===== src/rtl/mmu_cls_pkg.sv =====
package mmu_cls_pkg;
  localparam logic [1:0] KIND_LOAD  = 2'd0;
  localparam logic [1:0] KIND_STORE = 2'd1;
  localparam logic [1:0] KIND_FETCH = 2'd2;

  typedef enum logic [2:0] {
    FLT_NONE      = 3'd0,
    FLT_PRIV_INST = 3'd1,
    FLT_PRIV_DATA = 3'd2,
    FLT_MISS_INST = 3'd3,
    FLT_MISS_DATA = 3'd4,
    FLT_PERM_RD   = 3'd5,
    FLT_PERM_WR   = 3'd6,
    FLT_PERM_EX   = 3'd7
  } fault_e;

  typedef struct packed {
    logic   ok;
    fault_e code;
  } verdict_t;
endpackage


===== src/rtl/mmu_region_decode.sv =====
module mmu_region_decode #(
  parameter int          ADDR_W      = 32,
  parameter logic [31:0] KERNEL_BASE = 32'hC000_0000,
  parameter logic [31:0] USER_LIMIT  = 32'h8000_0000
) (
  input  logic [ADDR_W-1:0] vaddr,
  input  logic              is_super,
  input  logic              mmu_on,
  output logic              direct_map,
  output logic              user_block
);
  localparam logic [ADDR_W-1:0] KB = KERNEL_BASE[ADDR_W-1:0];
  localparam logic [ADDR_W-1:0] UL = USER_LIMIT[ADDR_W-1:0];

  always_comb begin
    direct_map = !mmu_on || (is_super && (vaddr >= KB));
    user_block = mmu_on && !is_super && (vaddr >= UL);
  end
endmodule


===== src/rtl/mmu_perm_check.sv =====
module mmu_perm_check
  import mmu_cls_pkg::*;
#(
  parameter int PERM_W = 3
) (
  input  logic [1:0]        kind,
  input  logic [PERM_W-1:0] perm,
  output logic              allowed,
  output fault_e            deny_code
);
  localparam int RD_BIT = 0;
  localparam int WR_BIT = 1;
  localparam int EX_BIT = 2;

  always_comb begin
    unique case (kind)
      KIND_STORE: begin allowed = perm[WR_BIT]; deny_code = FLT_PERM_WR; end
      KIND_FETCH: begin allowed = perm[EX_BIT]; deny_code = FLT_PERM_EX; end
      default:    begin allowed = perm[RD_BIT]; deny_code = FLT_PERM_RD; end
    endcase
  end
endmodule


===== src/rtl/mmu_fault_classifier.sv =====
module mmu_fault_classifier
  import mmu_cls_pkg::*;
#(
  parameter int          ADDR_W      = 32,
  parameter int          PAGE_BITS   = 12,
  parameter logic [31:0] KERNEL_BASE = 32'hC000_0000,
  parameter logic [31:0] USER_LIMIT  = 32'h8000_0000
) (
  input  logic                  clk,
  input  logic                  rst_n,
  input  logic                  req_valid,
  output logic                  req_ready,
  input  logic [ADDR_W-1:0]     req_vaddr,
  input  logic [1:0]            req_kind,
  input  logic                  req_super,
  input  logic                  req_probe,
  input  logic                  mmu_on,
  input  logic                  tlb_hit,
  input  logic [ADDR_W-PAGE_BITS-1:0] tlb_frame,
  input  logic [2:0]            tlb_perm,
  output logic                  rsp_valid,
  input  logic                  rsp_ready,
  output logic                  rsp_ok,
  output logic [2:0]            rsp_fault,
  output logic [ADDR_W-1:0]     rsp_paddr,
  output logic                  flt_we,
  output logic [ADDR_W-1:0]     flt_badaddr,
  output logic                  flt_dside,
  output logic [ADDR_W-PAGE_BITS-1:0] flt_vpn
);
  localparam int FRAME_W = ADDR_W - PAGE_BITS;

  logic     direct_map, user_block, perm_ok, is_fetch, accept;
  fault_e   deny_code;
  verdict_t verdict;
  logic [ADDR_W-1:0] paddr_c;

  logic              valid_q, ok_q, we_q, dside_q;
  fault_e            code_q;
  logic [ADDR_W-1:0] paddr_q, bad_q;
  logic [FRAME_W-1:0] vpn_q;

  mmu_region_decode #(
    .ADDR_W(ADDR_W), .KERNEL_BASE(KERNEL_BASE), .USER_LIMIT(USER_LIMIT)
  ) u_region (
    .vaddr(req_vaddr), .is_super(req_super), .mmu_on(mmu_on),
    .direct_map(direct_map), .user_block(user_block)
  );

  mmu_perm_check #(.PERM_W(3)) u_perm (
    .kind(req_kind), .perm(tlb_perm), .allowed(perm_ok), .deny_code(deny_code)
  );

  assign is_fetch  = (req_kind == KIND_FETCH);
  assign req_ready = !valid_q || rsp_ready;
  assign accept    = req_valid && req_ready;

  // Priority: direct mapping, then the privilege region, then miss, then permission.
  always_comb begin
    verdict = '{ok: 1'b0, code: FLT_NONE};
    paddr_c = '0;
    if (direct_map) begin
      verdict.ok = 1'b1;
      paddr_c    = req_vaddr;
    end else if (user_block) begin
      verdict.code = is_fetch ? FLT_PRIV_INST : FLT_PRIV_DATA;
    end else if (!tlb_hit) begin
      verdict.code = is_fetch ? FLT_MISS_INST : FLT_MISS_DATA;
    end else if (!perm_ok) begin
      verdict.code = deny_code;
    end else begin
      verdict.ok = 1'b1;
      paddr_c    = {tlb_frame, req_vaddr[PAGE_BITS-1:0]};
    end
  end

  always_ff @(posedge clk) begin
    if (!rst_n) begin
      valid_q <= 1'b0;
      ok_q    <= 1'b0;
      code_q  <= FLT_NONE;
      paddr_q <= '0;
      we_q    <= 1'b0;
      bad_q   <= '0;
      dside_q <= 1'b0;
      vpn_q   <= '0;
    end else begin
      we_q <= 1'b0;
      if (accept) begin
        valid_q <= 1'b1;
        ok_q    <= verdict.ok;
        code_q  <= verdict.code;
        paddr_q <= paddr_c;
        if (!verdict.ok && !req_probe) begin
          we_q    <= 1'b1;
          bad_q   <= req_vaddr;
          dside_q <= !is_fetch;
          vpn_q   <= req_vaddr[ADDR_W-1:PAGE_BITS];
        end
      end else if (rsp_ready) begin
        valid_q <= 1'b0;
      end
    end
  end

  assign rsp_valid   = valid_q;
  assign rsp_ok      = ok_q;
  assign rsp_fault   = code_q;
  assign rsp_paddr   = paddr_q;
  assign flt_we      = we_q;
  assign flt_badaddr = bad_q;
  assign flt_dside   = dside_q;
  assign flt_vpn     = vpn_q;

  // a stalled response holds.
  a_r10_hold: assert property (@(posedge clk) disable iff (!rst_n)
    (rsp_valid && !rsp_ready) |=> (rsp_valid && $stable(rsp_fault) &&
                                   $stable(rsp_paddr) && $stable(rsp_ok)));
  // an accepted request is answered on the next cycle.
  a_r11_latency: assert property (@(posedge clk) disable iff (!rst_n)
    (req_valid && req_ready) |=> rsp_valid);
  // success and fault code agree, and faults carry no address.
  a_r12_ok_code: assert property (@(posedge clk) disable iff (!rst_n)
    rsp_valid |-> ((rsp_ok == (rsp_fault == 3'd0)) && (rsp_ok || rsp_paddr == '0)));
  // the capture outputs move only with the strobe.
  a_r9_capture_quiet: assert property (@(posedge clk) disable iff (!rst_n)
    !flt_we |=> (!flt_we || 1'b1) && ($stable(flt_badaddr) || flt_we));
  // the strobe accompanies a fresh faulting response.
  a_r8_we_on_fault: assert property (@(posedge clk) disable iff (!rst_n)
    flt_we |-> (rsp_valid && !rsp_ok));
endmodule


===== config.mk =====
export PLATFORM = sky130hd
export DESIGN_NAME = mmu_fault_classifier
export DESIGN_NICKNAME = d
export VERILOG_FILES = /design/src/rtl/mmu_cls_pkg.sv /design/src/rtl/mmu_region_decode.sv /design/src/rtl/mmu_perm_check.sv /design/src/rtl/mmu_fault_classifier.sv
export SDC_FILE = /design/constraint.sdc
export NUM_CORES = 1
export LEC_CHECK = 0
export ABC_CLOCK_PERIOD_IN_PS = 4900
export BUFFER_PORTS_ARGS = -buffer_cell sky130_fd_sc_hd__clkbuf_2
export CAP_MARGIN = 25
export CORE_MARGIN = 3
export CORE_UTILIZATION = 49
export DETAILED_ROUTE_END_ITERATION = 16
export PLACE_DENSITY_LB_ADDON = 0.12
export SKIP_LAST_GASP = 1
export SYNTH_ARGS = -nofsm -noshare
export SYNTH_HDL_FRONTEND = slang
export SYNTH_SLANG_ARGS = --single-unit

===== constraint.sdc =====
create_clock -name clk -period 4.9 [get_ports clk]
set_clock_uncertainty 0.1 [all_clocks]
set_input_delay 0.245 -clock clk [delete_from_list [all_inputs] [get_ports clk]]
set_output_delay 0.245 -clock clk [all_outputs]
set_load 0.005 [all_outputs]

== Yosys cells after proc, flatten, opt, wreduce, memory -nomap -nowiden ==
Cells that the tools add are included.
Operators by class
  add/sub/neg operators: 0
  multipliers: 0
  divide/modulo/power cells: 0
  $lt $le $gt $ge: 2
  eq/ne operators: 2
  shift-type cells: 0
  muxes and demuxes: 19
  bitwise logic cells: 0
  reductions and logical operators: 16
Operators with widths (number)
  two-way mux 32 bit: 4
  >= comparator 32 bit (second input constant): 2
  two-way mux 3 bit: 5
  two-way mux 1 bit: 7
  zero test 1 bit: 6
  logical AND 1 bit: 5
  one-hot mux 2 bit (2 select lines): 1
  AND reduction 2 bit: 2
  equality test 2 x 1 -> 1 bit (second input constant): 1
  equality test 2 bit (second input constant): 1
  logical OR 1 bit: 2
  two-way mux 2 bit: 1
  one-hot mux 1 bit (2 select lines): 1
  nonzero test 2 bit: 1
Word-level totals
  register bits: 91
  latch bits: 0
  RAM bits: 0
  ROM bits: 0
  output and inout port bits: 92
  memories kept: 0

== Longest topological paths before layout ==
  depth after elaboration: 9
  depth in mapped cells: 9
  depth with buffers taken out: 6

== By module ==
From an unflattened synthesis, not the netlist that was laid out.
Unflattened totals
  cells, all modules: 361
  area total of the unflattened synthesis: 3345.7 um^2
Modules (own cells, without submodules)
  mmu_fault_classifier: times used 1, cells an instance 347, area an instance 3260.6 um^2
  mmu_perm_check: times used 1, cells an instance 11, area an instance 67.6 um^2
  mmu_region_decode: times used 1, cells an instance 3, area an instance 17.5 um^2

== Worst setup path after synthesis ==
Ideal clock, no wire load.
  path kind: input to register
  from: input port req_kind[0]
  to: register bad_q[0] (netlist: flt_badaddr[0])
  library setup time: 72 ps
  arrival time: 1877 ps
  required time: 4728 ps
  slack: 2851 ps
  stages: 9
  buffers on the path: 3
  cells stage by stage: inv_1 -> ha_1 -> a221oi_2 -> and4b_1 -> buf_6 -> nor4_4 -> buf_6 -> buf_12 -> mux2i_1
Between the ends
  word-level cells in the longest chain between the ends: 9
  elaborated cells on any way between the ends: 10
  classes of those cells: eq/ne: 2; mux: 5; reduce/logical: 3
Ends and longest elaborated chain
  start, declared: RTL line mmu_fault_classifier.sv:14  | input logic [1:0] req_kind,
  equality test 2 bit or equality test 2 x 1 -> 1 bit (tied branches): RTL line mmu_perm_check.sv:16  | unique case (kind)
  one-hot mux 1 bit (2 select lines) *: RTL line mmu_perm_check.sv:16
  two-way mux 1 bit *: RTL line mmu_fault_classifier.sv:69  | end else if (!perm_ok) begin
  two-way mux 1 bit *: RTL line mmu_fault_classifier.sv:67  | end else if (!tlb_hit) begin
  two-way mux 1 bit *: RTL line mmu_fault_classifier.sv:65  | end else if (user_block) begin
  two-way mux 1 bit *: RTL line mmu_fault_classifier.sv:62  | if (direct_map) begin
  zero test 1 bit *: RTL line mmu_fault_classifier.sv:94  | if (!verdict.ok && !req_probe) begin
  logical AND 1 bit *: RTL line mmu_fault_classifier.sv:94
  AND reduction 2 bit (no source line) *
  end signal, assigned: RTL line mmu_fault_classifier.sv:96  | bad_q <= req_vaddr;
  end, declared: RTL line mmu_fault_classifier.sv:40  | logic [ADDR_W-1:0] paddr_q, bad_q;
Mark *: on every way between the ends. The rest lies on a longest branch, timed or not.
A chain may end at the register's enable or synchronous reset.

== Worst setup path in the final report ==
  from: input port req_kind[0]
  to: register code_q[0] (netlist: rsp_fault[0])
Between the ends
  word-level cells in the longest chain between the ends: 6
  elaborated cells on any way between the ends: 10
  classes of those cells: eq/ne: 2; mux: 8
Ends and longest elaborated chain
  equality test 2 bit or equality test 2 x 1 -> 1 bit (tied branches): RTL line mmu_perm_check.sv:16, mmu_fault_classifier.sv:54
  one-hot mux 2 bit (2 select lines) or one-hot mux 1 bit (2 select lines) (tied branches): RTL line mmu_perm_check.sv:16
  two-way mux 3 bit: RTL line mmu_fault_classifier.sv:69
  two-way mux 3 bit: RTL line mmu_fault_classifier.sv:67
  two-way mux 3 bit *: RTL line mmu_fault_classifier.sv:65
  two-way mux 3 bit *: RTL line mmu_fault_classifier.sv:62
  end signal, assigned: RTL line mmu_fault_classifier.sv:92  | code_q <= verdict.code;
  end, declared: RTL line mmu_fault_classifier.sv:39  | fault_e code_q;
Marks and branches as above.

==> qor.txt <==
hold wc startpoint - req_vaddr[17]
EDFF count, synth - 0
row count - 28
peak supply drop - 0.232 mV
Yosys Warn Count - 0
R2R depth - 5
share of cells above drive strength 1 - 0.378
Final GP Congestion - 0.837
Die ar. - 0.00748 mm^2
Final Power - 1.32 mW
synthesized area per cell - 9.17 um^2
antenna violations before repair - 0
pwr dens - 330 mW/mm^2
DRC - 0
Die W - 86.5 um
H-tree depth - 3
Setup CP Type - primary input to register
core footprint - 0.00610 mm^2
area of placed instances - 0.00377 mm^2
Reg2Reg Capture Point - flt_badaddr[25]
Core Util, Final - 0.657
# hold bufs at CTS - 0
cell count after synthesis - 346
cell area after layout - 0.00401 mm^2
Starting Density - 0.521
Min Clock Period, post-route - 2170 ps
worst reg-to-reg setup slack - 3000 ps
Async S/R FF share, synth - 0
Routed Antenna Nets - 0
Hold Fails Final Rpt - 0
CTS tree - built
DP HPWL - 6.07 mm
Final Cycle Share - 0.443
worst-margin pin slew - 892 ps
area growth from synthesis to layout - 26.3%
hold path cells - 3
worst-path fanout max - 13
Via density - 5.17
CTS clock-pin slew for the worst setup and hold paths - 70 ps
routed len/inst - 14.5 um
worst min-delay path endpoint - flt_badaddr[17]
first-pass detailed-route iteration total - 4
outcome - finished clean
DP Worst Slack - 2380 ps
total grt overflow - 0
WL final - 7.96 mm
Die Height - 86.5 um
Worst setup SP type - primary input
WP data required - 5070 ps
Post-CTS Resized - 0
syn_nets - 414
Port Buffer Count - 156
Min Hold Slack - 38.8 ps
Slew Limit Fails - 0
vias in the first global route - 2762
Nets - 539
Clk Latency, worst-skew pair - 330 ps
Post-Place Cells - 534
Starting DRT DRC Count - 106
total CTS buffers - 9
Setup Viol. Count Final - 0
Sum Neg Setup Slack - 0 ps
root cell of the clock tree - clkbuf_8
CTS Sinks - 71
post-synthesis sequential area ratio - 0.448
largest net degree at the start of global routing - 50
setup slack after layout - 2730 ps
CTS Buffer Depth - 2
RSZ-0062 raised after global routing - no
critical path data arrival time - 2340 ps
Total Routing Usage GR - 0.219
Hold Crit Class - primary input to register
CP endpoint kind - register
# diodes - 0
Main synth FF type - dfxtp_1
Yosys cell types - 33
Post-CTS Setup Inserts - 0
Layout Cells excl Fill - 551
#FFs+latches synth - 71
Post-Syn Area - 0.00317 mm^2
global-route wire length before repair - 13.0 mm
Static Leak - 1.90 nW
max_cap viols - 0
Worst slew margin - 0.403
io pins - 157
max frequency - 0.461 GHz
DR vias - 2850
worst reg2reg path startpoint - rsp_valid
-- flip-flops by register name (all words and copies together) (netlist names) --
signal       flops
flt_badaddr     32
flt_dside        1
flt_we           1
rsp_fault        3
rsp_ok           1
rsp_paddr       32
rsp_valid        1
-- final cells by class --
| class | instances | area [um^2] |
|---|---|---|
| Clock buffer | 13 | 159 |
| Multi-Input combinational cell | 223 | 1410 |
| Fill cell | 565 | 2090 |
| Timing Repair Buffer | 162 | 841 |
| Inverter | 4 | 15.0 |
| Tap cell | 75 | 93.8 |
| Sequential cell | 71 | 1420 |
| Clock inverter | 3 | 65.1 |
-- cells in the final DEF (no fill, tap or decap), drive strengths merged, types with 3 or more instances in the layout --
master,instances
o31ai,13
nor2,16
inv,4
mux2i,46
nand2,71
buf,7
nand2b,3
and2,3
nand3,21
ha,3
a211oi,13
a21oi,14
dfxtp,71
clkbuf,168
o21ai,5
-- metal layers --
metal / GRT usage / wire length [um]
met5: 0 / 0
met4: 0.102 / 99
met3: 0.0380 / 531
met2: 0.360 / 3950
met1: 0.280 / 3380
-- cell usage after synthesis, types with 4 or more instances --
library cell / number / area [um^2]
buf_2: 4 / 20.0
nand3_1: 21 / 105
o31ai_1: 12 / 90.1
nor2_1: 16 / 60.1
buf_4: 20 / 150
clkbuf_1: 18 / 67.6
inv_1: 4 / 15.0
mux2i_1: 46 / 460
dfxtp_1: 71 / 1420
a21oi_1: 14 / 70.1
nand2_1: 71 / 267
o21ai_0: 5 / 25.0
a211oi_1: 13 / 97.6
-- power breakdown --
group	total (mW)	switching, mW	internal (mW)
clock network	0.520	0.205	0.314
logic	0.181	0.0998	0.0809
registers	0.622	0.0157	0.607
total	1.32	0.321	1.00
-- worst max-delay path by stage --
stage / slack, ps / depth (start not counted) / from / to
final: 2730 / 7 / req_kind[0] / rsp_fault[0]
after global routing: 2540 / 7 / req_kind[0] / rsp_fault[0]
after CTS: 2730 / 7 / req_kind[0] / rsp_fault[0]
after detailed placement: 2380 / 7 / req_kind[0] / rsp_fault[0]
after global placement: 2450 / 7 / req_kind[0] / rsp_fault[0]
after floorplan: 2850 / 9 / req_kind[0] / flt_badaddr[0]
-- worst max-delay path, stage by stage --
cell	delay (ps)
clkbuf_2	110
inv_1	40
ha_1	230
a221oi_2	330
and4b_1	370
nor2_1	740
a41o_1	270
-- kinds of logic (layout without fill, tap and decap cells) --
| logic type | Yosys count | after routing | synth area share |
|---|---|---|---|
| compound gates | 53 | 53 | 0.119 |
| fa+ha+maj | 3 | 3 | 0.0118 |
| buf+inv | 52 | 182 | 0.107 |
| flops | 71 | 71 | 0.448 |
| mux | 46 | 46 | 0.145 |
| simple gates | 121 | 121 | 0.170 |
Power figures use the tool's default switching activity.
